<file path="config.mk">
export PLATFORM = sky130hd
export DESIGN_NAME = cdtTracker
export DESIGN_NICKNAME = d
export VERILOG_FILES = /design/src/rtl/cdt_pkg.sv /design/src/rtl/cdtEventFifo.sv /design/src/rtl/cdtCtrl.sv /design/src/rtl/cdtDatapath.sv /design/src/rtl/cdtTracker.sv
export SDC_FILE = /design/constraint.sdc
export NUM_CORES = 1
export LEC_CHECK = 0
export ABC_AREA = 1
export CAP_MARGIN = 40
export CORE_ASPECT_RATIO = 1.1
export CORE_MARGIN = 8
export CORE_UTILIZATION = 56
export CTS_CLUSTER_DIAMETER = 100
export CTS_CLUSTER_SIZE = 24
export DETAILED_ROUTE_END_ITERATION = 16
export DONT_BUFFER_PORTS = 1
export PLACE_DENSITY = 0.74
export SYNTH_ARGS = -nofsm -noshare
export SYNTH_HDL_FRONTEND = slang
export SYNTH_SLANG_ARGS = --single-unit
</file>
<file path="constraint.sdc">
create_clock -name clk -period 2 [get_ports clk]
set_input_delay 0.2 -clock clk [delete_from_list [all_inputs] [get_ports clk]]
set_output_delay 0.2 -clock clk [all_outputs]
set_load 0.005 [all_outputs]
</file>
<file path="src/rtl/cdt_pkg.sv">
package cdt_pkg;
  localparam int NSOCK  = 2;
  localparam int SOCK_W = (NSOCK > 1) ? $clog2(NSOCK) : 1;
  localparam int NPIN   = 7;
  localparam int CHG_W  = 7;
  localparam int STS_W  = 16;

  // synchronized pin order
  localparam int P_DET1 = 0;
  localparam int P_DET2 = 1;
  localparam int P_BAT1 = 2;
  localparam int P_BAT2 = 3;
  localparam int P_RDY  = 4;
  localparam int P_WP   = 5;
  localparam int P_IRQ  = 6;

  // change bit positions
  localparam int C_DET  = 0;
  localparam int C_BAT1 = 1;
  localparam int C_BAT2 = 2;
  localparam int C_RDY  = 3;
  localparam int C_WP   = 4;
  localparam int C_IO   = 5;
  localparam int C_SPUR = 6;

  typedef enum logic {EV_INSERT = 1'b0, EV_REMOVE = 1'b1} evKind_e;

  typedef struct packed {
    logic [SOCK_W-1:0] sock;
    evKind_e           kind;
  } evEntry_t;

  typedef struct packed {
    logic             push;
    evEntry_t         entry;
    logic [NSOCK-1:0] fwd;
    logic [NSOCK-1:0] spur;
  } ctrlStrb_t;
endpackage

</file>
<file path="src/rtl/cdtEventFifo.sv">
module cdtEventFifo
  import cdt_pkg::*;
#(
  parameter int DEPTH = 4
) (
  input  logic     clk,
  input  logic     rstN,
  input  logic     push,
  input  evEntry_t pushEntry,
  input  logic     pop,
  output evEntry_t head,
  output logic     empty,
  output logic     full
);
  localparam int AW = (DEPTH > 1) ? $clog2(DEPTH) : 1;
  localparam int CW = $clog2(DEPTH + 1);

  evEntry_t mem [DEPTH];
  logic [AW-1:0] wrPtr, rdPtr;
  logic [CW-1:0] count;
  logic doPush, doPop;

  assign empty  = (count == '0);
  assign full   = (count == CW'(DEPTH));
  assign doPush = push && !full;
  assign doPop  = pop && !empty;
  assign head   = mem[rdPtr];

  always_ff @(posedge clk) begin
    if (doPush) mem[wrPtr] <= pushEntry;
  end

  always_ff @(posedge clk or negedge rstN) begin
    if (!rstN) begin
      wrPtr <= '0;
      rdPtr <= '0;
      count <= '0;
    end else begin
      if (doPush) wrPtr <= (wrPtr == AW'(DEPTH - 1)) ? '0 : wrPtr + 1'b1;
      if (doPop)  rdPtr <= (rdPtr == AW'(DEPTH - 1)) ? '0 : rdPtr + 1'b1;
      if (doPush && !doPop)      count <= count + 1'b1;
      else if (doPop && !doPush) count <= count - 1'b1;
    end
  end

  // a full queue without a pop keeps its head and stays full
  a_r10_full_holds: assert property (@(posedge clk) disable iff (!rstN)
    (full && !pop) |=> (full && $stable(head)));
  // popping an empty queue leaves it empty unless something arrives
  a_r10_empty_pop: assert property (@(posedge clk) disable iff (!rstN)
    (empty && !push) |=> empty);
endmodule

</file>
<file path="src/rtl/cdtCtrl.sv">
module cdtCtrl
  import cdt_pkg::*;
(
  input  logic             clk,
  input  logic             rstN,
  input  logic [NSOCK-1:0] detA,
  input  logic [NSOCK-1:0] detB,
  input  logic [NSOCK-1:0] ioEdge,
  input  logic [NSOCK-1:0] ioEn,
  output ctrlStrb_t        strb,
  output logic [NSOCK-1:0] busy
);
  logic [NSOCK-1:0] busyNext;

  always_comb begin
    logic found;
    found    = 1'b0;
    strb     = '0;
    busyNext = busy;
    for (int s = 0; s < NSOCK; s++) begin
      strb.fwd[s]  = ioEdge[s] && busy[s] && ioEn[s];
      strb.spur[s] = ioEdge[s] && !busy[s];
      if (!found && detA[s] && detB[s] && !busy[s]) begin
        found           = 1'b1;
        strb.push       = 1'b1;
        strb.entry.sock = SOCK_W'(s);
        strb.entry.kind = EV_INSERT;
        busyNext[s]     = 1'b1;
      end else if (!found && !detA[s] && !detB[s] && busy[s]) begin
        found           = 1'b1;
        strb.push       = 1'b1;
        strb.entry.sock = SOCK_W'(s);
        strb.entry.kind = EV_REMOVE;
        busyNext[s]     = 1'b0;
      end
    end
  end

  always_ff @(posedge clk or negedge rstN) begin
    if (!rstN) busy <= '0;
    else       busy <= busyNext;
  end

  for (genvar s = 0; s < NSOCK; s++) begin : g_chk
    // busy only rises with both detect pins high
    a_r4_insert_both: assert property (@(posedge clk) disable iff (!rstN)
      $rose(busy[s]) |-> $past(detA[s] && detB[s]));
    // busy only falls with both detect pins low
    a_r5_remove_both: assert property (@(posedge clk) disable iff (!rstN)
      $fell(busy[s]) |-> $past(!detA[s] && !detB[s]));
  end
endmodule

</file>
<file path="src/rtl/cdtDatapath.sv">
module cdtDatapath
  import cdt_pkg::*;
#(
  parameter int SYNC_STAGES = 2
) (
  input  logic             clk,
  input  logic             rstN,
  input  logic [NSOCK-1:0] cardDet1,
  input  logic [NSOCK-1:0] cardDet2,
  input  logic [NSOCK-1:0] battLow1,
  input  logic [NSOCK-1:0] battLow2,
  input  logic [NSOCK-1:0] cardReady,
  input  logic [NSOCK-1:0] wrProtect,
  input  logic [NSOCK-1:0] cardIrq,
  input  logic [SOCK_W-1:0] regSock,
  input  logic [CHG_W-1:0] wrData,
  input  logic             stsWrEn,
  input  logic             maskWrEn,
  input  logic             ioEnWrEn,
  input  ctrlStrb_t        strb,
  input  logic [NSOCK-1:0] busy,
  output logic [NSOCK-1:0] detA,
  output logic [NSOCK-1:0] detB,
  output logic [NSOCK-1:0] ioEdge,
  output logic [NSOCK-1:0] ioEn,
  output logic [STS_W-1:0] stsRd,
  output logic             irq
);
  logic [STS_W-1:0] stsArr [NSOCK];
  logic [NSOCK-1:0] irqVec;

  for (genvar s = 0; s < NSOCK; s++) begin : g_sock
    logic [NPIN-1:0]  raw, pinSync, pinPrev, edges;
    logic [NPIN-1:0]  chain [SYNC_STAGES];
    logic [CHG_W-1:0] chg, mask, setVec, clrVec;
    logic             detEdge, sel, ioEnQ;

    assign raw = {cardIrq[s], wrProtect[s], cardReady[s], battLow2[s],
                  battLow1[s], cardDet2[s], cardDet1[s]};

    always_ff @(posedge clk or negedge rstN) begin
      if (!rstN) begin
        for (int k = 0; k < SYNC_STAGES; k++) chain[k] <= '0;
        pinPrev <= '0;
      end else begin
        chain[0] <= raw;
        for (int k = 1; k < SYNC_STAGES; k++) chain[k] <= chain[k-1];
        pinPrev <= pinSync;
      end
    end

    assign pinSync = chain[SYNC_STAGES-1];
    assign edges   = pinSync ^ pinPrev;
    assign detEdge = edges[P_DET1] | edges[P_DET2];
    assign sel     = (regSock == SOCK_W'(s));

    always_comb begin
      setVec         = '0;
      setVec[C_DET]  = detEdge;
      setVec[C_BAT1] = edges[P_BAT1] && !detEdge;
      setVec[C_BAT2] = edges[P_BAT2] && !detEdge;
      setVec[C_RDY]  = edges[P_RDY];
      setVec[C_WP]   = edges[P_WP];
      setVec[C_IO]   = strb.fwd[s];
      setVec[C_SPUR] = strb.spur[s];
      clrVec = (stsWrEn && sel) ? wrData : '0;
    end

    always_ff @(posedge clk or negedge rstN) begin
      if (!rstN) begin
        chg   <= '0;
        mask  <= '0;
        ioEnQ <= 1'b0;
      end else begin
        chg <= (chg & ~clrVec) | setVec;
        if (maskWrEn && sel) mask <= wrData;
        if (strb.fwd[s])             ioEnQ <= 1'b0;
        else if (ioEnWrEn && sel)    ioEnQ <= wrData[0];
      end
    end

    assign detA[s]   = pinSync[P_DET1];
    assign detB[s]   = pinSync[P_DET2];
    assign ioEdge[s] = pinSync[P_IRQ] & ~pinPrev[P_IRQ];
    assign ioEn[s]   = ioEnQ;
    assign irqVec[s] = |(chg & mask);
    assign stsArr[s] = {ioEnQ, busy[s], pinSync[P_BAT2], pinSync[P_BAT1],
                        pinSync[P_WP], pinSync[P_RDY], pinSync[P_DET2],
                        pinSync[P_DET1], 1'b0, chg};

    // a forwarded card interrupt leaves the enable cleared
    a_r7_self_mask: assert property (@(posedge clk) disable iff (!rstN)
      strb.fwd[s] |=> !ioEnQ);
    // the I/O change bit never rises for a non-busy socket
    a_r8_no_fwd_idle: assert property (@(posedge clk) disable iff (!rstN)
      $rose(chg[C_IO]) |-> $past(busy[s]));
    // a detect edge suppresses a fresh battery change
    a_r6_bat_quiet: assert property (@(posedge clk) disable iff (!rstN)
      (detEdge && !chg[C_BAT1]) |=> !chg[C_BAT1]);
  end

  assign stsRd = stsArr[regSock];
  assign irq   = |irqVec;
endmodule

</file>
<file path="src/rtl/cdtTracker.sv">
module cdtTracker
  import cdt_pkg::*;
#(
  parameter int FIFO_DEPTH  = 4,
  parameter int SYNC_STAGES = 2
) (
  input  logic              clk,
  input  logic              rstN,
  input  logic [NSOCK-1:0]  cardDet1,
  input  logic [NSOCK-1:0]  cardDet2,
  input  logic [NSOCK-1:0]  battLow1,
  input  logic [NSOCK-1:0]  battLow2,
  input  logic [NSOCK-1:0]  cardReady,
  input  logic [NSOCK-1:0]  wrProtect,
  input  logic [NSOCK-1:0]  cardIrq,
  input  logic [SOCK_W-1:0] regSock,
  input  logic [CHG_W-1:0]  wrData,
  input  logic              stsWrEn,
  input  logic              maskWrEn,
  input  logic              ioEnWrEn,
  output logic [STS_W-1:0]  stsRd,
  output logic              irq,
  input  logic              evPop,
  output logic              evEmpty,
  output logic              evFull,
  output logic [SOCK_W-1:0] evSock,
  output logic              evKind
);
  ctrlStrb_t        strb;
  logic [NSOCK-1:0] busy, detA, detB, ioEdge, ioEn;
  evEntry_t         head;

  cdtDatapath #(.SYNC_STAGES(SYNC_STAGES)) u_dp (
    .clk(clk), .rstN(rstN),
    .cardDet1(cardDet1), .cardDet2(cardDet2), .battLow1(battLow1),
    .battLow2(battLow2), .cardReady(cardReady), .wrProtect(wrProtect),
    .cardIrq(cardIrq), .regSock(regSock), .wrData(wrData),
    .stsWrEn(stsWrEn), .maskWrEn(maskWrEn), .ioEnWrEn(ioEnWrEn),
    .strb(strb), .busy(busy), .detA(detA), .detB(detB),
    .ioEdge(ioEdge), .ioEn(ioEn), .stsRd(stsRd), .irq(irq)
  );

  cdtCtrl u_ctrl (
    .clk(clk), .rstN(rstN), .detA(detA), .detB(detB),
    .ioEdge(ioEdge), .ioEn(ioEn), .strb(strb), .busy(busy)
  );

  cdtEventFifo #(.DEPTH(FIFO_DEPTH)) u_fifo (
    .clk(clk), .rstN(rstN), .push(strb.push), .pushEntry(strb.entry),
    .pop(evPop), .head(head), .empty(evEmpty), .full(evFull)
  );

  assign evSock = head.sock;
  assign evKind = head.kind;
endmodule

</file>
==> metrics.md, run 1 <==
| Metric | Value |
|---|---|
| Setup WS post-layout | `about 64 ps` |
| Final #Nets | `between 300 and 400` |
| Share of total power in combinational logic | `0.216` |
| Wirelength, routed | `between 6000 and 7000 um` |
| Max-cap violations | `0` |
| Largest net degree at the start of global routing | `82` |
| Total track usage | `0.148` |
| CP Launch Type | `flip-flop` |
| Final setup viols | `0` |
| Final Hold Viols | `81` |
| PD cells | `1190 nW/um^2` |
| Status | `finished, violations left` |
| Syn nets | `360` |
| Core area | `about 6000 um^2` |
| Netlist cell types | `25` |
| Final clock skew | `~8.4 ps` |
| Critical Path RT | `around 2200 ps` |
| Internal | `~0.0033 W` |
| Fin crit share | `0.968` |
| Gate Count Post-Synth | `approximately 330` |
| Synth Cell Area | `roughly 3400 um^2` |
| FF+latch area | `approximately 2300 um^2` |
| Multi-input logic area | `~1000 um^2` |
| Leak | `around 1.8 nW` |
| GR Overflow Total | `0` |
| Global-route wire length before repair | `between 10000 and 15000 um` |
| GP Congestion | `0.802` |
| Fin cells | `439` |
| Ant. Diodes | `0` |
| Fillers | `473` |
| Fin crit period | `~1900 ps` |
| P_sw | `0.00135 W` |
| Hold buffer count at cts | `14` |
| Initial antenna violation count | `0` |
| Clock buffers created by TritonCTS | `9` |
| Maximum vdd drop | `between 600 and 700 uV` |
| Vias | `about 2200` |
| Buffers on Ports | `0` |
| Most frequent cells in the layout | `dfrtp_1, nand2_1, o21ai_0` |
| Clk network pwr share | `0.289` |
| Placed Cells | `around 400` |
| Final Max Slew Viols | `0` |
| Die Footprint | `roughly 8900 um^2` |
| Vias per inst | `about 5` |
| Sequential share of the synthesized area | `0.663` |
| Crit Path Class | `flip-flop to flip-flop` |
| CP Max Fanout | `4` |
| Clock edge transition at the registers on the reported setup and hold paths | `about 80 ps` |
| # rows | `30` |
| H-Tree Depth | `3` |
| I/O Pins | `a little under 50` |
| Worst min-delay path class | `input pin to asynchronous set/reset pin` |
| Dpl ws | `-25.7 ps` |
| DR DRC count | `0` |
| Die W | `roughly 91 um` |
| CP endpoint kind | `flip-flop` |
| Post-synthesis register bit count | `89` |
| Critical path arrival | `roughly 2200 ps` |
| Failing checks | `negative hold slack` |
| Clk root buf | `clkbuf_8` |
| R2R cell count | `11` |
| Sequential fraction of design power | `0.496` |
| Drt first pass iters | `4` |
| Max Freq | `0.517 GHz` |
| Most common cell after layout, fill and taps aside | `dfrtp_1` |
| Post-route ant nets | `0` |
| Die height | `between 90 and 100 um` |
| Vias in the first global route | `approximately 2200` |
| YS warnings | `0` |
| DR iter-0 viols | `around 120` |
| Synthesis-to-finish area growth | `15.8%` |
| Initial Util | `0.566` |
| Worst skew pair latency | `between 300 and 400 ps` |
| Switch share | `0.288` |
| Bufs on Longest Clock Path | `2` |
| Post-DP HPWL | `around 4400 um` |
| Share of cells above drive strength 1 | `0.100` |
| Average wire per standard cell | `about 15 um` |
| Worst hold slack | `-453 ps` |
| CTS sink cnt | `89` |
| Setup tns final | `0 ps` |
| Syn Area/Cell | `between 10 and 15 um^2` |
| CTS tree | `yes` |
## power groups by stage
| stage | Sequential, W | Combinational [W] | Clock, W |
|---|---|---|---|
| after global routing | 0.00236 | 0.00116 | 0.00146 |
| after global placement | 0.00235 | 0.000861 | 0 |
| final | 0.00233 | 0.00101 | 0.00136 |
| after floorplan | 0.00231 | 0.000682 | 0 |
| after detailed placement | 0.00236 | 0.000900 | 0 |
| after CTS | 0.00232 | 0.000938 | 0.00139 |
## synthesized netlist by cell type
cell / n / area (um^2)
a211oi_1: 2 / 15.0
a21oi_1: 4 / 20.0
a22o_1: 4 / 35.0
buf_2: 2 / 10.0
buf_4: 1 / 7.51
clkbuf_1: 3 / 11.3
conb_1: 1 / 3.75
dfrtp_1: 81 / 2030
edfxtp_1: 8 / 240
fa_1: 1 / 20.0
ha_1: 6 / 75.1
inv_1: 31 / 116
inv_2: 1 / 3.75
nand2_1: 79 / 297
nand2_2: 1 / 6.26
nand3_1: 11 / 55.1
nand4_1: 1 / 6.26
nor2_1: 22 / 82.6
nor3_1: 2 / 10.0
o21ai_0: 45 / 225
o21ai_1: 1 / 5.00
o21bai_1: 1 / 7.51
o22ai_1: 2 / 12.5
or2_1: 1 / 6.26
xnor2_1: 14 / 123
## critical path, cell delays in order (launching register included)
cell     delay, ps
dfrtp_1        450
inv_2           90
nand3_2        100
nand4_1        140
nand2_2         70
inv_1           60
ha_1           150
inv_2           60
fa_2           350
a21oi_2        140
o21ai_1         90
xnor2_1        120
## metal layers
| layer | vias up | global-route usage | wire length (um) |
|---|---|---|---|
| met5 | - | 0 | 0 |
| met4 | 0 | 0.0590 | 85 |
| met3 | 10 | 0.0437 | 271 |
| met2 | 54 | 0.232 | 3150 |
| met1 | 1076 | 0.188 | 2980 |
| li1 | 1099 | - | - |
## layout make-up
cell class	count	area share
clock buffer	11	0.0385
multi-input combinational	198	0.258
tap	80	0.0253
inverter	32	0.0303
timing repair buffer	25	0.0562
sequential	89	0.573
clock inverter	4	0.0186
## per-stage QoR
| step | total power, W | utilization | cell area (um^2) |
|---|---|---|---|
| final | 0.00470 | 0.655 | 3960 |
| after global routing | 0.00498 | 0.655 | 3960 |
| after detailed placement | 0.00326 | 0.587 | 3540 |
| after floorplan | 0.00299 | - | 3420 |
| after CTS | 0.00465 | 0.648 | 3910 |
| after global placement | 0.00321 | 0.587 | 3540 |
## what timing repair did
action / in CTS / in global routing
cloned: 0 / 0
pin swaps: 1 / 4
resized for setup: 2 / 8
buffers inserted: 0 / 4
endpoints found under the hold margin: 95 / 81
endpoints found under the setup margin: 1 / 2
## final timing paths
kind | start | end | slack, ps
setup reg to reg | u_dp.g_sock[0].pinSync[1] | u_fifo.count[2] | 60
max in group asynchronous | rstN | u_dp.g_sock[0].pinPrev[6] | 2320
min in group clk | ioEnWrEn | u_dp.g_sock[0].ioEnQ | 30
hold reg to reg | u_dp.g_sock[0].chain[9] | u_dp.g_sock[0].pinSync[2] | 350
hold / removal | rstN | u_dp.g_sock[0].chain[11] | -450
setup / recovery | u_dp.g_sock[0].pinSync[1] | u_fifo.count[2] | 60
## logic make-up after synthesis
| logic type | Yosys count | share of synthesized area |
|---|---|---|
| buffers and inverters | 38 | 0.0435 |
| and+or+nand+nor | 117 | 0.135 |
| DFF | 89 | 0.663 |
| AOI/OAI and AO/OA | 59 | 0.0936 |
| xor gates and xnor gates | 14 | 0.0358 |
| adders and majority gates | 7 | 0.0278 |
| other | 1 | 0.00110 |
## registers in the layout, indices dropped and copies added, names as in the netlist, 3 cells and up
name	count
u_dp.g_sock.chain	14
u_dp.g_sock.chg	14
u_dp.g_sock.mask	14
u_dp.g_sock.pinPrev	14
u_dp.g_sock.pinSync	14
u_fifo.mem	8
u_fifo.count	3
No activity file was read; power rests on OpenSTA's default activity.
==> run 2, diff against run 1 <==
--- a/config.mk
+++ b/config.mk
@@ -9,12 +9,12 @@
 export CAP_MARGIN = 40
 export CORE_ASPECT_RATIO = 1.1
 export CORE_MARGIN = 8
-export CORE_UTILIZATION = 56
+export CORE_UTILIZATION = 60
 export CTS_CLUSTER_DIAMETER = 100
 export CTS_CLUSTER_SIZE = 24
 export DETAILED_ROUTE_END_ITERATION = 16
 export DONT_BUFFER_PORTS = 1
-export PLACE_DENSITY = 0.74
+export PLACE_DENSITY = 0.76
 export SYNTH_ARGS = -nofsm -noshare
 export SYNTH_HDL_FRONTEND = slang
 export SYNTH_SLANG_ARGS = --single-unit
==> constraint.sdc (replaced) <==
create_clock -name clk -period 2.37 [get_ports clk]
set_input_delay 0.237 -clock clk [delete_from_list [all_inputs] [get_ports clk]]
set_output_delay 0.237 -clock clk [all_outputs]
set_load 0.005 [all_outputs]
==> run 2 against run 1 <==
The run now ends clean. Combinational power shrank 26%. Final area fell by 2.8%. Total power shrank 23%. Cell count shrank 2.5%. Clock-buffer cell count is the same. Critical path depth stayed put. Via count shrank 3.9%. Worst setup slack better by 180 ps. Non-clock buffer count fell by 9. Register-to-register slack better by 180 ps. Die area is 5.5% lower. Critical endpoint unchanged. Largest cell class unchanged.
==> metrics.md, run 2 (same netlist as run 1, synthesis figures left out) <==
| Metric | Value |
|---|---|
| Post-route ant nets | `0 (unchanged)` |
| CP Max Fanout | `7 (+3)` |
| Critical path arrival | `2350 ps (+190 ps)` |
| CP Launch Type | `flip-flop` |
| Ant. Diodes | `0 (unchanged)` |
| Post-DP HPWL | `4340 um (-1.2%)` |
| Bufs on Longest Clock Path | `2 (unchanged)` |
| Final clock skew | `7.49 ps (-0.940 ps)` |
| Clock buffers created by TritonCTS | `9 (unchanged)` |
| Met1 Wirelength | `2810 um (-5.7%)` |
| Critical Path RT | `2590 ps (+370 ps)` |
| Vias in the first global route | `2227 (+1.8%)` |
| Max incr delay on CP | `440 ps (about the same)` |
| Worst skew pair latency | `340 ps (about the same)` |
| Setup WS post-layout | `243 ps (+179 ps)` |
| Final Hold Viols | `0 (-100%)` |
| GP Congestion | `0.872 (+8.7%)` |
| Crit Path Class | `flip-flop to flip-flop` |
| Initial Util | `0.608 (+0.0422)` |
| CP endpoint kind | `flip-flop` |
| Fin crit period | `2130 ps (+191 ps)` |
| Clock edge transition at the registers on the reported setup and hold paths | `80 ps (about the same)` |
| Most frequent CP cell | `inv_1` |
| Dpl ws | `246 ps (+272 ps)` |
| Crit-path cells | `inv_1 -> nand3_1 -> nand4_1 -> nand2_2 -> inv_1 -> ha_1 -> inv_1 -> fa_1 -> a21oi_1 -> o21ai_0 -> xnor2_1` |
| Global-route wire length before repair | `10200 um (-2.4%)` |
| Core area | `5620 um^2 (-6.9%)` |
| Met3 Wirelength | `385 um (+42%)` |
| Average wire per standard cell | `14.3 um (-3.1%)` |
| Vias per inst | `5.03 (-1.4%)` |
| Total length of routed met2 wires | `2840 um (-9.8%)` |
| Die W | `88.0 um (-2.8%)` |
| Clk root buf | `clkbuf_8` |
| Fillers | `433 (-8.5%)` |
| Synthesis-to-finish area growth | `12.5%` |
| Setup tns final | `0 ps (unchanged)` |
| Initial antenna violation count | `0 (unchanged)` |
| PD cells | `943 nW/um^2 (-21%)` |
| Status | `completed` |
| Fin crit share | `0.897 (-0.0704)` |
| I/O Pins | `49 (unchanged)` |
| Final setup viols | `0 (unchanged)` |
| # rows | `29 (-3.3%)` |
| CP bufs+invs | `3 (unchanged)` |
| CTS sink cnt | `89 (unchanged)` |
| Wirelength, routed | `6130 um (-5.5%)` |
| CTS tree | `yes` |
| Largest net degree at the start of global routing | `82 (unchanged)` |
| Buffers on Ports | `0 (unchanged)` |
| RSZ-0062 raised after global routing | `false` |
| Worst min-delay path class | `input pin to flip-flop` |
| Max-cap violations | `0 (unchanged)` |
| DR iter-0 viols | `154 (+33%)` |
| Max layer used | `met4` |
| Maximum vdd drop | `564 uV (-18%)` |
| Max Freq | `0.470 GHz (-9.0%)` |
| Total track usage | `0.159 (+0.0110)` |
| H-Tree Depth | `3 (unchanged)` |
| Power Total | `0.00363 W (-23%)` |
| Most common cell after layout, fill and taps aside | `dfrtp_1` |
| Final #Nets | `381 (-2.3%)` |
| Die Footprint | `8380 um^2 (-5.5%)` |
| Die height | `95.2 um (-2.8%)` |
| DR DRC count | `0 (unchanged)` |
| Vias | `2152 (-3.9%)` |
| Final Max Slew Viols | `0 (unchanged)` |
| Share of cells above drive strength 1 | `0.0541 (-0.0461)` |
| Drt first pass iters | `4 (unchanged)` |
| Most frequent cells in the layout | `dfrtp_1, nand2_1, o21ai_0` |
| Largest delay contributor family on the critical path | `adder cells` |
| Post-CTS setup buffer count | `0 (unchanged)` |
| PostCTS Resize Cnt | `0 (-2)` |
| GR Overflow Total | `0 (unchanged)` |
| Leak | `1.79 nW (-3.1%)` |
| Slowest CP cell | `fa_1` |
## run 2: cell count changes in the layout (fill, tap and decap cells not counted), sizes merged
| cell | change |
|---|---|
| clkinv | +2 |
| bufinv | -2 |
| clkinvlp | +2 |
| dlygate4sd3 | +1 |
| buf | -10 |
| inv | -1 |
## run 2: worst paths after layout
kind / slack, ps / endpoint / depth (start not counted) / from
setup / recovery: 240 / u_fifo.count[2] / 11 / u_ctrl.busy[0]
hold / removal: 60 / u_dp.g_sock[1].ioEnQ / 2 / regSock
setup reg to reg: 240 / u_fifo.count[2] / 11 / u_ctrl.busy[0]
hold reg to reg: 350 / u_dp.g_sock[1].pinSync[6] / 0 / u_dp.g_sock[1].chain[13]
max in group asynchronous: 1610 / u_dp.g_sock[1].pinPrev[1] / 2 / rstN
min in group asynchronous: 450 / u_dp.g_sock[0].pinSync[4] / 2 / rstN
## run 2: per-layer routing
metal / up-vias / GRT usage
met3: 6 / 0.0586
met4: 0 / 0.0488
li1: 1079 / -
met2: 43 / 0.246
met5: - / 0
met1: 1024 / 0.204
## run 2: cell type report
class,instances,area [um^2],share of cell area
Timing Repair Buffer,16,178,0.0462
Tap cell,77,96.3,0.0250
Clock inverter,5,30.0,0.00780
Clock buffer,11,151,0.0393
Inverter,32,120,0.0312
Sequential cell,89,2270,0.589
Multi-Input combinational cell,198,1000,0.261
## run 2: worst register-to-register path, stage by stage (launching register included)
cell and delay (ps):
dfrtp_1 390, inv_1 120, nand3_1 120, nand4_1 170
nand2_2 120, inv_1 80, ha_1 130, inv_1 70
fa_1 440, a21oi_1 140, o21ai_0 110, xnor2_1 130
## run 2: timing repair
item	CTS	global route
setup endpoints to repair	0	0
hold buffers	16	0
endpoints found under the hold margin	95	0
## run 2: through the flow
stage / cells / util / cell area (um^2) / hold WS, ps
after global placement: 396 / 0.620 / 3490 / -56.8
final: 428 / 0.684 / 3850 / 62.2
after detailed placement: 396 / 0.620 / 3490 / -56.6
after floorplan: 325 / - / 3420 / -58.6
after global routing: 428 / 0.684 / 3850 / 65.6
after CTS: 428 / 0.684 / 3850 / 58.3
## run 2: power breakdown
part / internal, W / leakage [nW] / switching (W)
clock: 0.000432 / 0.0911 / 0.000486
combinational: 0.000296 / 0.682 / 0.000454
sequential: 0.00179 / 1.01 / 0.000170
total: 0.00252 / 1.79 / 0.00111
==> run 3, diff against run 2 <==
--- a/config.mk
+++ b/config.mk
@@ -8,12 +8,12 @@
 export ABC_AREA = 1
 export CAP_MARGIN = 40
 export CORE_ASPECT_RATIO = 1.1
-export CORE_MARGIN = 8
 export CORE_UTILIZATION = 60
 export CTS_CLUSTER_DIAMETER = 100
 export CTS_CLUSTER_SIZE = 24
 export DETAILED_ROUTE_END_ITERATION = 16
 export DONT_BUFFER_PORTS = 1
+export MAX_ROUTING_LAYER = met4
 export PLACE_DENSITY = 0.76
 export SYNTH_ARGS = -nofsm -noshare
 export SYNTH_HDL_FRONTEND = slang
==> run 3 against run 2 <==
Via count rose by 4.1%. Clock-buffer cell count rose by 1. Total power rose by 3.1%. Clock power rose by 9.9%. Combinational power rose by 2%. Sequential power barely moved. Non-clock buffer count rose by 1. First-iteration DRC count rose by 5.2%. Critical path depth did not move. Clock skew fell by 3.3 ps. Highest routed layer unchanged.
==> metrics.md, run 3 (same netlist as run 1, synthesis figures left out) <==
| Metric | Value |
|---|---|
| Power Total | `0.00374 W (+3.1%)` |
| Synthesis-to-finish area growth | `13.0%` |
| Maximum vdd drop | `690 uV (+22%)` |
| Final #Nets | `382 (+0.26%)` |
| Status | `completed` |
| RSZ-0062 raised after global routing | `false` |
| CP Max Fanout | `7 (unchanged)` |
| Setup WS post-layout | `237 ps (-6.22 ps)` |
| Wirelength, routed | `5900 um (-3.7%)` |
| Fillers | `398 (-8.1%)` |
| Buffers on Ports | `0 (unchanged)` |
| Setup tns final | `0 ps (unchanged)` |
| Post-DP Area | `3490 um^2 (about the same)` |
| GP Congestion | `0.921 (+5.6%)` |
| Critical Path RT | `2600 ps (about the same)` |
| Final Hold Viols | `0 (unchanged)` |
| Post-route cell area | `3870 um^2 (+0.49%)` |
| Fin crit period | `2130 ps (+6.22 ps)` |
| I/O Pins | `49 (unchanged)` |
| Most frequent cells in the layout | `dfrtp_1, nand2_1, o21ai_0` |
| Share of cells above drive strength 1 | `0.0513 (-0.00285)` |
| Max-cap violations | `0 (unchanged)` |
| Most common cell after layout, fill and taps aside | `dfrtp_1` |
| Ant. Diodes | `0 (unchanged)` |
| Fin cells | `426 (-0.47%)` |
| Max Freq | `0.469 GHz (-0.29%)` |
| Clock buffers created by TritonCTS | `9 (unchanged)` |
| PostCTS Resize Cnt | `0 (unchanged)` |
| CP Launch Type | `flip-flop` |
| Fin crit share | `0.900 (+0.00262)` |
| GR Overflow Total | `0 (unchanged)` |
| Die height | `81.2 um (-15%)` |
| Global-route wire length before repair | `9360 um (-8.3%)` |
| Final setup viols | `0 (unchanged)` |
| Total track usage | `0.224 (+0.0647)` |
| Die Footprint | `6010 um^2 (-28%)` |
| Worst skew pair latency | `350 ps (about the same)` |
| Clock edge transition at the registers on the reported setup and hold paths | `70 ps (about the same)` |
| DR iter-0 viols | `162 (+5.2%)` |
| Critical path arrival | `2360 ps (about the same)` |
| Vias per inst | `5.26 (+4.6%)` |
| H-Tree Depth | `3 (unchanged)` |
| Drt first pass iters | `4 (unchanged)` |
| Initial antenna violation count | `0 (unchanged)` |
| PD cells | `968 nW/um^2 (+2.6%)` |
| Leak | `1.80 nW (+0.90%)` |
| Vias in the first global route | `2075 (-6.8%)` |
| Final clock skew | `4.16 ps (-3.33 ps)` |
| Vias | `2241 (+4.1%)` |
| Post-route ant nets | `0 (unchanged)` |
| Core area | `5430 um^2 (-3.4%)` |
| Final Max Slew Viols | `0 (unchanged)` |
| DR DRC count | `0 (unchanged)` |
| Average wire per standard cell | `13.9 um (-3.3%)` |
| Die W | `74.0 um (-16%)` |
| CP endpoint kind | `flip-flop` |
| Worst min-delay path class | `input pin to flip-flop` |
| Placed Cells | `394 (-0.51%)` |
| # rows | `28 (-3.4%)` |
| CTS tree | `yes` |
| CTS sink cnt | `89 (unchanged)` |
| Dpl ws | `233 ps (-12.6 ps)` |
| Post-DP HPWL | `4020 um (-7.4%)` |
| Initial Util | `0.630 (+0.0217)` |
| Clk root buf | `clkbuf_8` |
| Bufs on Longest Clock Path | `2 (unchanged)` |
| Largest net degree at the start of global routing | `82 (unchanged)` |
| Crit Path Class | `flip-flop to flip-flop` |
==> run 3: cell count changes in the layout (fill, tap and decap cells not counted), sizes merged <==
cell and delta:
clkinvlp -2, buf +1, bufinv +1, clkbuf +1, clkinv -1
==> run 3: layer usage <==
layer,vias to the layer above,wire length (um),share of wire,track usage
met5,-,0,0,-
met4,0,91,0.015,0.115
met3,7,317,0.054,0.0471
met2,63,2770,0.47,0.338
met1,1087,2730,0.46,0.286
li1,1084,-,-,-
==> run 3: worst paths after layout <==
kind	from	slack, ps	cells past startpoint	endpoint
max reg2reg	u_ctrl.busy[0]	240	11	u_fifo.count[2]
max in group asynchronous	rstN	1620	2	u_fifo.count[2]
min	regSock	60	2	u_dp.g_sock[1].ioEnQ
min reg2reg	u_dp.g_sock[0].chain[9]	350	0	u_dp.g_sock[0].pinSync[2]
min in group asynchronous	rstN	440	2	u_dp.g_sock[0].pinPrev[5]
max	u_ctrl.busy[0]	240	11	u_fifo.count[2]
==> run 3: area by class of cell <==
cell class | count | area [um^2] | share of cell area
Clock buffer | 12 | 155 | 0.0401
Timing Repair Buffer | 17 | 185 | 0.0479
Tap cell | 75 | 93.8 | 0.0243
Sequential cell | 89 | 2270 | 0.586
Clock inverter | 3 | 40.0 | 0.0104
Multi-Input combinational cell | 198 | 1000 | 0.260
Inverter | 32 | 120 | 0.0311
==> run 3: repair_timing <==
action	4_1_cts	5_1_grt
hold endpoints to repair	95	0
hold buffers	16	0
setup endpoints to repair	0	1
buffers inserted	0	1
==> run 3: power by group <==
part           switching [W]  internal, W
registers           0.000177      0.00179
logic               0.000462     0.000306
clock network       0.000470     0.000536
total                0.00111      0.00263
==> run 3: critical path, cell delays in order, from the launching register on <==
cell	delay, ps
dfrtp_1	400
inv_1	110
nand3_1	120
nand4_1	160
nand2_2	120
inv_1	80
ha_1	140
inv_1	70
fa_1	440
a21oi_1	140
o21ai_0	110
xnor2_1	140
==> run 3: stage by stage <==
stage                util  hold WS [ps]
floorplan               -         -58.6
global placement    0.642         -56.9
detailed placement  0.642         -57.0
CTS                 0.711          45.4
global route        0.712          59.2
finish              0.712          60.8
